### src/rtl/tws_xfer_pkg.sv
package tws_xfer_pkg;

  typedef enum logic [1:0] {
    OP_WRITE     = 2'd0,
    OP_READ_ACK  = 2'd1,
    OP_READ_NACK = 2'd2,
    OP_STOP      = 2'd3
  } op_e;

  typedef enum logic [1:0] {
    ERR_NONE      = 2'd0,
    ERR_ADDR_NACK = 2'd1,
    ERR_DATA_NACK = 2'd2,
    ERR_POLL_TMO  = 2'd3
  } err_e;

  typedef enum logic [3:0] {
    S_IDLE, S_ADDR, S_OFFS, S_GAP, S_RADDR, S_RDATA,
    S_WLOAD, S_WFETCH, S_WDATA, S_POLL, S_PDRAIN, S_ABORT
  } st_e;

  typedef struct packed {
    op_e        op;
    logic       start;
    logic       stop;
    logic [7:0] data;
  } cmd_t;

  function automatic cmd_t mk_cmd(op_e op, logic start, logic stop, logic [7:0] data);
    cmd_t c;
    c.op    = op;
    c.start = start;
    c.stop  = stop;
    c.data  = data;
    return c;
  endfunction

endpackage

### src/rtl/tws_xfer_buf.sv
module tws_xfer_buf #(
  parameter  int DEPTH = 16,
  localparam int AW    = $clog2(DEPTH)
) (
  input  logic          clk,
  input  logic          we,
  input  logic [AW-1:0] waddr,
  input  logic [7:0]    wdata,
  input  logic [AW-1:0] ra_addr,
  output logic [7:0]    ra_data,
  input  logic [AW-1:0] rb_addr,
  output logic [7:0]    rb_data
);

  logic [7:0] mem [DEPTH];

  always_ff @(posedge clk) begin
    if (we) mem[waddr] <= wdata;
  end

  always_ff @(posedge clk) begin
    ra_data <= mem[ra_addr];
    rb_data <= mem[rb_addr];
  end

endmodule

### src/rtl/tws_gap_timer.sv
module tws_gap_timer #(
  parameter  int CYCLES = 60,
  localparam int CW     = $clog2(CYCLES + 1)
) (
  input  logic clk,
  input  logic rst,
  input  logic load,
  output logic running
);

  logic [CW-1:0] cnt;

  always_ff @(posedge clk) begin
    if (rst)            cnt <= '0;
    else if (load)      cnt <= CW'(CYCLES);
    else if (cnt != '0) cnt <= cnt - CW'(1);
  end

  assign running = (cnt != '0);

  // the gap is only armed from rest
  p_load_rest_r2: assert property (@(posedge clk) disable iff (rst)
    load |-> cnt == '0);

  // the gap counts down one step per cycle, never skipping
  p_count_step_r2: assert property (@(posedge clk) disable iff (rst)
    (cnt != '0 && !load) |=> cnt == $past(cnt) - CW'(1));

endmodule

### src/rtl/tws_xfer_seq.sv
module tws_xfer_seq
  import tws_xfer_pkg::*;
#(
  parameter  int DEPTH  = 16,
  parameter  int CHUNK  = 4,
  parameter  int POLL_W = 8,
  localparam int AW     = $clog2(DEPTH),
  localparam int LEN_W  = $clog2(DEPTH + 1),
  localparam int CW     = $clog2(CHUNK + 1)
) (
  input  logic              clk,
  input  logic              rst,
  input  logic              req_valid,
  input  logic              req_write,
  input  logic              req_legacy,
  input  logic [6:0]        req_dev,
  input  logic [7:0]        req_offset,
  input  logic [LEN_W-1:0]  req_len,
  input  logic [POLL_W-1:0] poll_limit,
  output logic              busy,
  output logic              done,
  output err_e              err_code,
  output logic              cmd_valid,
  input  logic              cmd_ready,
  output cmd_t              cmd_q,
  input  logic              rsp_valid,
  input  logic              rsp_ack,
  input  logic [7:0]        rsp_data,
  output logic              buf_we,
  output logic [AW-1:0]     buf_waddr,
  output logic [7:0]        buf_wdata,
  output logic [AW-1:0]     buf_raddr,
  input  logic [7:0]        buf_rdata,
  output logic              gap_load,
  input  logic              gap_running
);

  localparam logic [LEN_W-1:0] CHUNK_L = LEN_W'(CHUNK);

  st_e               state;
  logic              wr_q, leg_q;
  logic [6:0]        dev_q;
  logic [7:0]        off_q;
  logic [LEN_W-1:0]  rem_q;
  logic [CW-1:0]     chunk_q;
  logic [AW-1:0]     idx_q;
  logic [POLL_W-1:0] poll_q, plim_q;
  logic              got;
  logic [7:0]        off_next;

  function automatic logic [CW-1:0] first_chunk(logic [LEN_W-1:0] rem);
    return (rem > CHUNK_L) ? CW'(CHUNK_L) : CW'(rem);
  endfunction

  function automatic cmd_t rd_cmd(logic [LEN_W-1:0] rem);
    return (rem == LEN_W'(1)) ? mk_cmd(OP_READ_NACK, 1'b0, 1'b1, 8'h00)
                              : mk_cmd(OP_READ_ACK,  1'b0, 1'b0, 8'h00);
  endfunction

  assign got       = rsp_valid && !cmd_valid;
  assign buf_raddr = idx_q;
  assign off_next  = off_q + 8'(CHUNK);
  assign gap_load  = (state == S_OFFS) && got && rsp_ack && !wr_q;

  always_ff @(posedge clk) begin
    if (rst) begin
      state     <= S_IDLE;
      cmd_valid <= 1'b0;
      cmd_q     <= mk_cmd(OP_WRITE, 1'b0, 1'b0, 8'h00);
      busy      <= 1'b0;
      done      <= 1'b0;
      err_code  <= ERR_NONE;
      buf_we    <= 1'b0;
      buf_waddr <= '0;
      buf_wdata <= '0;
      wr_q      <= 1'b0;
      leg_q     <= 1'b0;
      dev_q     <= '0;
      off_q     <= '0;
      rem_q     <= '0;
      chunk_q   <= '0;
      idx_q     <= '0;
      poll_q    <= '0;
      plim_q    <= '0;
    end else begin
      done   <= 1'b0;
      buf_we <= 1'b0;
      if (cmd_valid && cmd_ready) cmd_valid <= 1'b0;

      case (state)
        S_IDLE: begin
          if (req_valid) begin
            wr_q     <= req_write;
            leg_q    <= req_legacy;
            dev_q    <= req_dev;
            off_q    <= req_offset;
            rem_q    <= req_len;
            plim_q   <= poll_limit;
            chunk_q  <= first_chunk(req_len);
            idx_q    <= '0;
            poll_q   <= '0;
            err_code <= ERR_NONE;
            if (req_len == '0) begin
              done <= 1'b1;
            end else begin
              busy      <= 1'b1;
              state     <= S_ADDR;
              cmd_valid <= 1'b1;
              cmd_q     <= mk_cmd(OP_WRITE, 1'b1, 1'b0,
                                  req_legacy ? {req_offset[6:0], !req_write}
                                             : {req_dev, 1'b0});
            end
          end
        end

        S_ADDR: if (got) begin
          if (!rsp_ack) begin
            state     <= S_ABORT;
            err_code  <= ERR_ADDR_NACK;
            cmd_valid <= 1'b1;
            cmd_q     <= mk_cmd(OP_STOP, 1'b0, 1'b1, 8'h00);
          end else if (leg_q && wr_q) begin
            state <= S_WLOAD;
          end else if (leg_q) begin
            state     <= S_RDATA;
            cmd_valid <= 1'b1;
            cmd_q     <= rd_cmd(rem_q);
          end else begin
            state     <= S_OFFS;
            cmd_valid <= 1'b1;
            cmd_q     <= mk_cmd(OP_WRITE, 1'b0, 1'b0, off_q);
          end
        end

        S_OFFS: if (got) begin
          if (!rsp_ack) begin
            state     <= S_ABORT;
            err_code  <= ERR_ADDR_NACK;
            cmd_valid <= 1'b1;
            cmd_q     <= mk_cmd(OP_STOP, 1'b0, 1'b1, 8'h00);
          end else if (wr_q) begin
            state <= S_WLOAD;
          end else begin
            state <= S_GAP;
          end
        end

        S_GAP: if (!gap_running) begin
          state     <= S_RADDR;
          cmd_valid <= 1'b1;
          cmd_q     <= mk_cmd(OP_WRITE, 1'b1, 1'b0, {dev_q, 1'b1});
        end

        S_RADDR: if (got) begin
          if (!rsp_ack) begin
            state     <= S_ABORT;
            err_code  <= ERR_ADDR_NACK;
            cmd_valid <= 1'b1;
            cmd_q     <= mk_cmd(OP_STOP, 1'b0, 1'b1, 8'h00);
          end else begin
            state     <= S_RDATA;
            cmd_valid <= 1'b1;
            cmd_q     <= rd_cmd(rem_q);
          end
        end

        S_RDATA: if (got) begin
          buf_we    <= 1'b1;
          buf_waddr <= idx_q;
          buf_wdata <= rsp_data;
          idx_q     <= idx_q + AW'(1);
          rem_q     <= rem_q - LEN_W'(1);
          if (rem_q == LEN_W'(1)) begin
            state <= S_IDLE;
            busy  <= 1'b0;
            done  <= 1'b1;
          end else begin
            cmd_valid <= 1'b1;
            cmd_q     <= rd_cmd(rem_q - LEN_W'(1));
          end
        end

        S_WLOAD: state <= S_WFETCH;

        S_WFETCH: begin
          state     <= S_WDATA;
          cmd_valid <= 1'b1;
          cmd_q     <= mk_cmd(OP_WRITE, 1'b0, chunk_q == CW'(1), buf_rdata);
        end

        S_WDATA: if (got) begin
          if (!rsp_ack) begin
            state     <= S_ABORT;
            err_code  <= ERR_DATA_NACK;
            cmd_valid <= 1'b1;
            cmd_q     <= mk_cmd(OP_STOP, 1'b0, 1'b1, 8'h00);
          end else begin
            idx_q   <= idx_q + AW'(1);
            rem_q   <= rem_q - LEN_W'(1);
            chunk_q <= chunk_q - CW'(1);
            if (chunk_q == CW'(1)) begin
              state     <= S_POLL;
              poll_q    <= '0;
              cmd_valid <= 1'b1;
              cmd_q     <= mk_cmd(OP_WRITE, 1'b1, 1'b0, {dev_q, 1'b1});
            end else begin
              state <= S_WLOAD;
            end
          end
        end

        S_POLL: if (got) begin
          if (rsp_ack) begin
            state     <= S_PDRAIN;
            cmd_valid <= 1'b1;
            cmd_q     <= mk_cmd(OP_READ_NACK, 1'b0, 1'b1, 8'h00);
          end else if (poll_q + POLL_W'(1) >= plim_q) begin
            state     <= S_ABORT;
            err_code  <= ERR_POLL_TMO;
            cmd_valid <= 1'b1;
            cmd_q     <= mk_cmd(OP_STOP, 1'b0, 1'b1, 8'h00);
          end else begin
            poll_q    <= poll_q + POLL_W'(1);
            cmd_valid <= 1'b1;
            cmd_q     <= mk_cmd(OP_WRITE, 1'b1, 1'b0, {dev_q, 1'b1});
          end
        end

        S_PDRAIN: if (got) begin
          if (rem_q == '0) begin
            state <= S_IDLE;
            busy  <= 1'b0;
            done  <= 1'b1;
          end else begin
            off_q     <= off_next;
            chunk_q   <= first_chunk(rem_q);
            state     <= S_ADDR;
            cmd_valid <= 1'b1;
            cmd_q     <= mk_cmd(OP_WRITE, 1'b1, 1'b0,
                                leg_q ? {off_next[6:0], 1'b0} : {dev_q, 1'b0});
          end
        end

        S_ABORT: if (got) begin
          state <= S_IDLE;
          busy  <= 1'b0;
          done  <= 1'b1;
        end

        default: state <= S_IDLE;
      endcase
    end
  end

  // an offered command holds still until the engine takes it
  p_cmd_hold_r11: assert property (@(posedge clk) disable iff (rst)
    (cmd_valid && !cmd_ready) |=> (cmd_valid && $stable(cmd_q)));

  // the final read of a transfer or poll drain always closes the bus
  p_nack_stop_r4: assert property (@(posedge clk) disable iff (rst)
    (cmd_valid && cmd_q.op == OP_READ_NACK) |-> cmd_q.stop);

  // START only ever precedes an address-type byte write
  p_start_write_r1: assert property (@(posedge clk) disable iff (rst)
    (cmd_valid && cmd_q.start) |-> cmd_q.op == OP_WRITE);

  // a chunk never exceeds the configured size
  p_chunk_bound_r5: assert property (@(posedge clk) disable iff (rst)
    chunk_q <= CW'(CHUNK));

  // the poll attempt counter stays below the latched limit
  p_poll_bound_r8: assert property (@(posedge clk) disable iff (rst)
    (state == S_POLL && plim_q != '0) |-> poll_q < plim_q);

  // completion is reported only once the sequencer is back at rest
  p_done_rest_r10: assert property (@(posedge clk) disable iff (rst)
    done |-> (state == S_IDLE && !busy && !cmd_valid));

endmodule

### src/rtl/tws_xfer_ctrl.sv
module tws_xfer_ctrl #(
  parameter  int BUF_DEPTH  = 16,
  parameter  int CHUNK      = 4,
  parameter  int GAP_CYCLES = 60,
  parameter  int POLL_W     = 8,
  localparam int AW         = $clog2(BUF_DEPTH),
  localparam int LEN_W      = $clog2(BUF_DEPTH + 1)
) (
  input  logic              clk,
  input  logic              rst,
  input  logic              req_valid,
  input  logic              req_write,
  input  logic              req_legacy,
  input  logic [6:0]        req_dev,
  input  logic [7:0]        req_offset,
  input  logic [LEN_W-1:0]  req_len,
  input  logic [POLL_W-1:0] poll_limit,
  output logic              busy,
  output logic              done,
  output logic [1:0]        err_code,
  input  logic              hb_we,
  input  logic [AW-1:0]     hb_addr,
  input  logic [7:0]        hb_wdata,
  input  logic [AW-1:0]     hb_raddr,
  output logic [7:0]        hb_rdata,
  output logic              cmd_valid,
  input  logic              cmd_ready,
  output logic [1:0]        cmd_op,
  output logic              cmd_start,
  output logic              cmd_stop,
  output logic [7:0]        cmd_data,
  input  logic              rsp_valid,
  input  logic              rsp_ack,
  input  logic [7:0]        rsp_data
);
  import tws_xfer_pkg::*;

  cmd_t          cmd_q;
  err_e          err_q;
  logic          seq_we, gap_load, gap_running;
  logic [AW-1:0] seq_waddr, seq_raddr;
  logic [7:0]    seq_wdata, seq_rdata;
  logic          mem_we;
  logic [AW-1:0] mem_waddr;
  logic [7:0]    mem_wdata;

  // the sequencer owns the write port during a transfer
  assign mem_we    = seq_we || (hb_we && !busy);
  assign mem_waddr = seq_we ? seq_waddr : hb_addr;
  assign mem_wdata = seq_we ? seq_wdata : hb_wdata;

  tws_xfer_buf #(.DEPTH(BUF_DEPTH)) u_buf (
    .clk     (clk),
    .we      (mem_we),
    .waddr   (mem_waddr),
    .wdata   (mem_wdata),
    .ra_addr (hb_raddr),
    .ra_data (hb_rdata),
    .rb_addr (seq_raddr),
    .rb_data (seq_rdata)
  );

  tws_gap_timer #(.CYCLES(GAP_CYCLES)) u_gap (
    .clk     (clk),
    .rst     (rst),
    .load    (gap_load),
    .running (gap_running)
  );

  tws_xfer_seq #(.DEPTH(BUF_DEPTH), .CHUNK(CHUNK), .POLL_W(POLL_W)) u_seq (
    .clk         (clk),
    .rst         (rst),
    .req_valid   (req_valid),
    .req_write   (req_write),
    .req_legacy  (req_legacy),
    .req_dev     (req_dev),
    .req_offset  (req_offset),
    .req_len     (req_len),
    .poll_limit  (poll_limit),
    .busy        (busy),
    .done        (done),
    .err_code    (err_q),
    .cmd_valid   (cmd_valid),
    .cmd_ready   (cmd_ready),
    .cmd_q       (cmd_q),
    .rsp_valid   (rsp_valid),
    .rsp_ack     (rsp_ack),
    .rsp_data    (rsp_data),
    .buf_we      (seq_we),
    .buf_waddr   (seq_waddr),
    .buf_wdata   (seq_wdata),
    .buf_raddr   (seq_raddr),
    .buf_rdata   (seq_rdata),
    .gap_load    (gap_load),
    .gap_running (gap_running)
  );

  assign err_code  = err_q;
  assign cmd_op    = cmd_q.op;
  assign cmd_start = cmd_q.start;
  assign cmd_stop  = cmd_q.stop;
  assign cmd_data  = cmd_q.data;

endmodule

### config.mk
export PLATFORM = sky130hd
export DESIGN_NAME = tws_xfer_ctrl
export DESIGN_NICKNAME = d
export VERILOG_FILES = /design/src/rtl/tws_xfer_pkg.sv /design/src/rtl/tws_xfer_buf.sv /design/src/rtl/tws_gap_timer.sv /design/src/rtl/tws_xfer_seq.sv /design/src/rtl/tws_xfer_ctrl.sv
export SDC_FILE = /design/constraint.sdc
export NUM_CORES = 1
export LEC_CHECK = 0
export ABC_CLOCK_PERIOD_IN_PS = 3550
export CORE_MARGIN = 1
export CORE_UTILIZATION = 59
export DETAILED_ROUTE_END_ITERATION = 16
export PLACE_DENSITY = 0.81
export SLEW_MARGIN = 10
export SYNTH_ARGS = -nofsm -noshare
export SYNTH_HDL_FRONTEND = slang
export SYNTH_SLANG_ARGS = --single-unit
### constraint.sdc
create_clock -name clk -period 3.55 [get_ports clk]
set_input_delay 0.355 -clock clk [delete_from_list [all_inputs] [get_ports clk]]
set_output_delay 0.355 -clock clk [all_outputs]
set_load 0.03 [all_outputs]
==> results.md <==
* Hold path startpoint: rsp_data[2]
* Reg2Reg Capture Point: u_seq.cmd_q[3]
* # diodes at 0
* CTS tree: done
* Final hold viol count at 0
* Setup TNS at 0 ps
* Postcts setup bufs at 0
* Hold slack at 358 ps
* Data required time of the critical path at 3980 ps
* Mapped Nets at 1086
* Syn Inst Count at 1007
* Cell area power density at 671 nW/um2
* WHS Path Cells at 3
* DR pass1 iterations at 8
* Hold WC Path Type: in2reg
* Combinational cell fraction of total power at 0.327
* Post-synthesis register bit count at 229
* Critical R2R Launch: u_seq.poll_q[0]
* Crit path max fanout at 5
* Clock power frac at 0.307
* Leakage at 4.64 nW
* Total CTS buffers at 24
* Num rows at 51
* Drc violations at 0
* WS Path Type: reg2reg
* Post-Layout Cell Count at 1365
* Largest net degree at the start of global routing at 37
* H-tree level count at 1
* Least-Margin Pin Slew at 986 ps
* Placed instance area at 12900 um2
* Worst EP arrival at 3710 ps
* Max Transition Viols Final at 0
* Vias at 8947
* Die area at 20500 um2
* Mapped Area at 11700 um2
* Vias in the first global route at 8752
* Total Wirelength at 31000 um
* Initial antenna violation count at 0
* Fillers at 1345
* Count of input and output buffers at 85
* Switch Pwr at 3.12 mW
* Sequential fraction of the synthesis area at 0.500
* Top FF cell, synth: edfxtp_1
* PostCTS Resize Cnt at 0
* Layout cell share with drive strength beyond 1 at 0.173
* Final Skew at 25.1 ps
* First-pass GRT wire length at 48800 um
* Max Freq at 305 MHz
* Final setup margin at 273 ps
* Clock tree buffer depth at 3
* Vias per cell at 6.55
* Final worst-path cycle share at 0.923
* DPL Wire Length at 20700 um
* IO Pins at 86
* Placed Cells at 1321
* Worst setup EP type: flop
* Internal at 6.14 mW
* Root Driver: clkbuf_16
* Sw Share at 0.337
* Worst-Skew Late Latency at 550 ps
* RSZ-0062 raised after global routing: false
* CP startpoint kind: flop
* # nets final at 1161
* DP Worst Slack at 329 ps
* Die width at 143 um
* Core Area at 19500 um2
* Post-route cell area at 13800 um2
* Seq pwr share at 0.366
* Leading cell type in the layout, fill and taps excluded: edfxtp_1
* Worst r2r path cells at 11
* Register-to-register setup slack at 270 ps
* Hold EP: u_seq.buf_wdata[2]
* Hold Buf Count CTS at 0
* Max VDD drop at 0.509 mV
* Max_slew headroom at 0.342
* Final setup vio count at 0
* Gp weighted congestion at 0.977
* Count of different cell masters after synthesis at 75
* Minimum clock period at 3280 ps
* CTS Sinks at 229
* Post-synth EDFFs at 128
* Drt initial violations at 1221
* Worst-path clk slew at 60 ps
* Die Y at 143 um
* Fraction of registers with async set/reset at 0
* Most frequent cells in the layout: edfxtp_1, nand2_1, dfxtp_1
* Initial Util at 0.603
* Max Cap Viol at 0
* Mapped Avg Cell Area at 11.7 um2
* ANT nets after route at 0
* Status: completed
* Congestion Overflow GR at 0
* Total GRT Usage at 0.318
* Routed wire per std cell at 22.7 um
* Yosys Warn Count at 0
* Area delta synth->final at 17.7%
## through the flow
step,util,total power [mW]
2_1_floorplan,-,5.56
3_3_place_gp,0.662,6.34
3_5_place_dp,0.662,6.41
4_1_cts,0.709,9.25
5_1_grt,0.709,9.72
6_report,0.709,9.27
## registers in the layout (all words and copies together), names as in the netlist, 5 cells and up
register         count
u_buf.mem          128
u_seq.cmd_q         12
u_buf.ra_data        8
u_buf.rb_data        8
u_seq.buf_wdata      8
u_seq.off_q          8
u_seq.plim_q         8
u_seq.poll_q         8
u_seq.dev_q          7
u_gap.cnt            6
u_seq.rem_q          5
## logic make-up after synthesis
logic type	Yosys count	synth area share
mux	105	0.177
buf+inv	104	0.0365
xor+xnor	13	0.00970
fa+ha+maj	18	0.0192
simple gates	297	0.126
compound gates	241	0.132
flops	229	0.500
## synthesized netlist by cell type, drive strengths merged, types with 3 or more instances
cell type  instances  area (um2)
or3                5        31.3
buf               32         158
edfxtp           128        3840
nor2              61         229
mux2              18         203
o41ai              5        43.8
xor2               6        52.6
nand4              5        31.3
clkbuf            40         150
a31oi             11        68.8
nor4               4        31.3
and3b              3        26.3
nor2b             18         113
a211oi             9        80.1
o211ai            17         128
xnor2              7        61.3
a21o               7        52.6
and3               4        25.0
nand2            115         432
o311ai             4        35.0
nor3              20         100
nand3             16        80.1
and4               4        35.0
a221oi            12         105
o31ai             12        90.1
a2111oi            3        26.3
inv               32         120
nor4b              4        41.3
nor3b              5        37.5
nand2b             9        56.3
nand4bb            3        33.8
ha                18         225
a22oi              7        52.6
or2                5        33.8
a311oi             5        43.8
or4b               3        33.8
mux4              80        1800
a21oi             78         390
nand3b             4        30.0
dfxtp            101        2020
mux2i              7        70.1
o21ai             49         245
o21a               3        22.5
and2               5        31.3
## layer usage
| layer | routed length, um | GRT usage |
|---|---|---|
| met3 | 2640 | 0.0500 |
| met1 | 11200 | 0.392 |
| met4 | 1640 | 0.162 |
| met5 | 0 | 0 |
| met2 | 15400 | 0.542 |
## worst max-delay path, stage by stage, from the launching register on
cell and delay (ps):
dfxtp_1 400, and3_1 240, nand3_1 130, nor3_1 190
xnor2_1 170, ha_1 270, and3_1 190, a221oi_1 570
nand2_1 240, o21ai_1 380, a21boi_0 170, o31ai_1 220
## power groups by stage
stage / clock, mW / combinational (mW) / sequential (mW)
after floorplan: 0 / 2.13 / 3.43
after global placement: 0 / 2.91 / 3.43
after detailed placement: 0 / 2.97 / 3.44
after CTS: 2.88 / 2.99 / 3.38
after global routing: 2.99 / 3.29 / 3.43
final: 2.85 / 3.03 / 3.39
## cell type report
| class | instances | area (um2) | area share |
|---|---|---|---|
| sequential | 229 | 5870 | 0.425 |
| tap | 265 | 332 | 0.0240 |
| inverter | 32 | 120 | 0.00870 |
| multi-input combinational | 674 | 5440 | 0.394 |
| timing repair buffer | 121 | 1140 | 0.0823 |
| clock inverter | 16 | 285 | 0.0207 |
| clock buffer | 28 | 626 | 0.0453 |
## how the worst max path moves through the flow
stage,start,endpoint,slack (ps)
after floorplan,u_seq.poll_q[0],u_seq.poll_q[4],810
after global placement,u_seq.poll_q[0],u_seq.cmd_q[6],510
after detailed placement,u_seq.poll_q[0],u_seq.cmd_q[3],330
after CTS,u_seq.poll_q[0],u_seq.cmd_q[3],270
after global routing,u_seq.poll_q[0],u_seq.cmd_q[4],3
final,u_seq.poll_q[0],u_seq.cmd_q[3],270
Note: power is estimated with default switching activity, not from simulation.
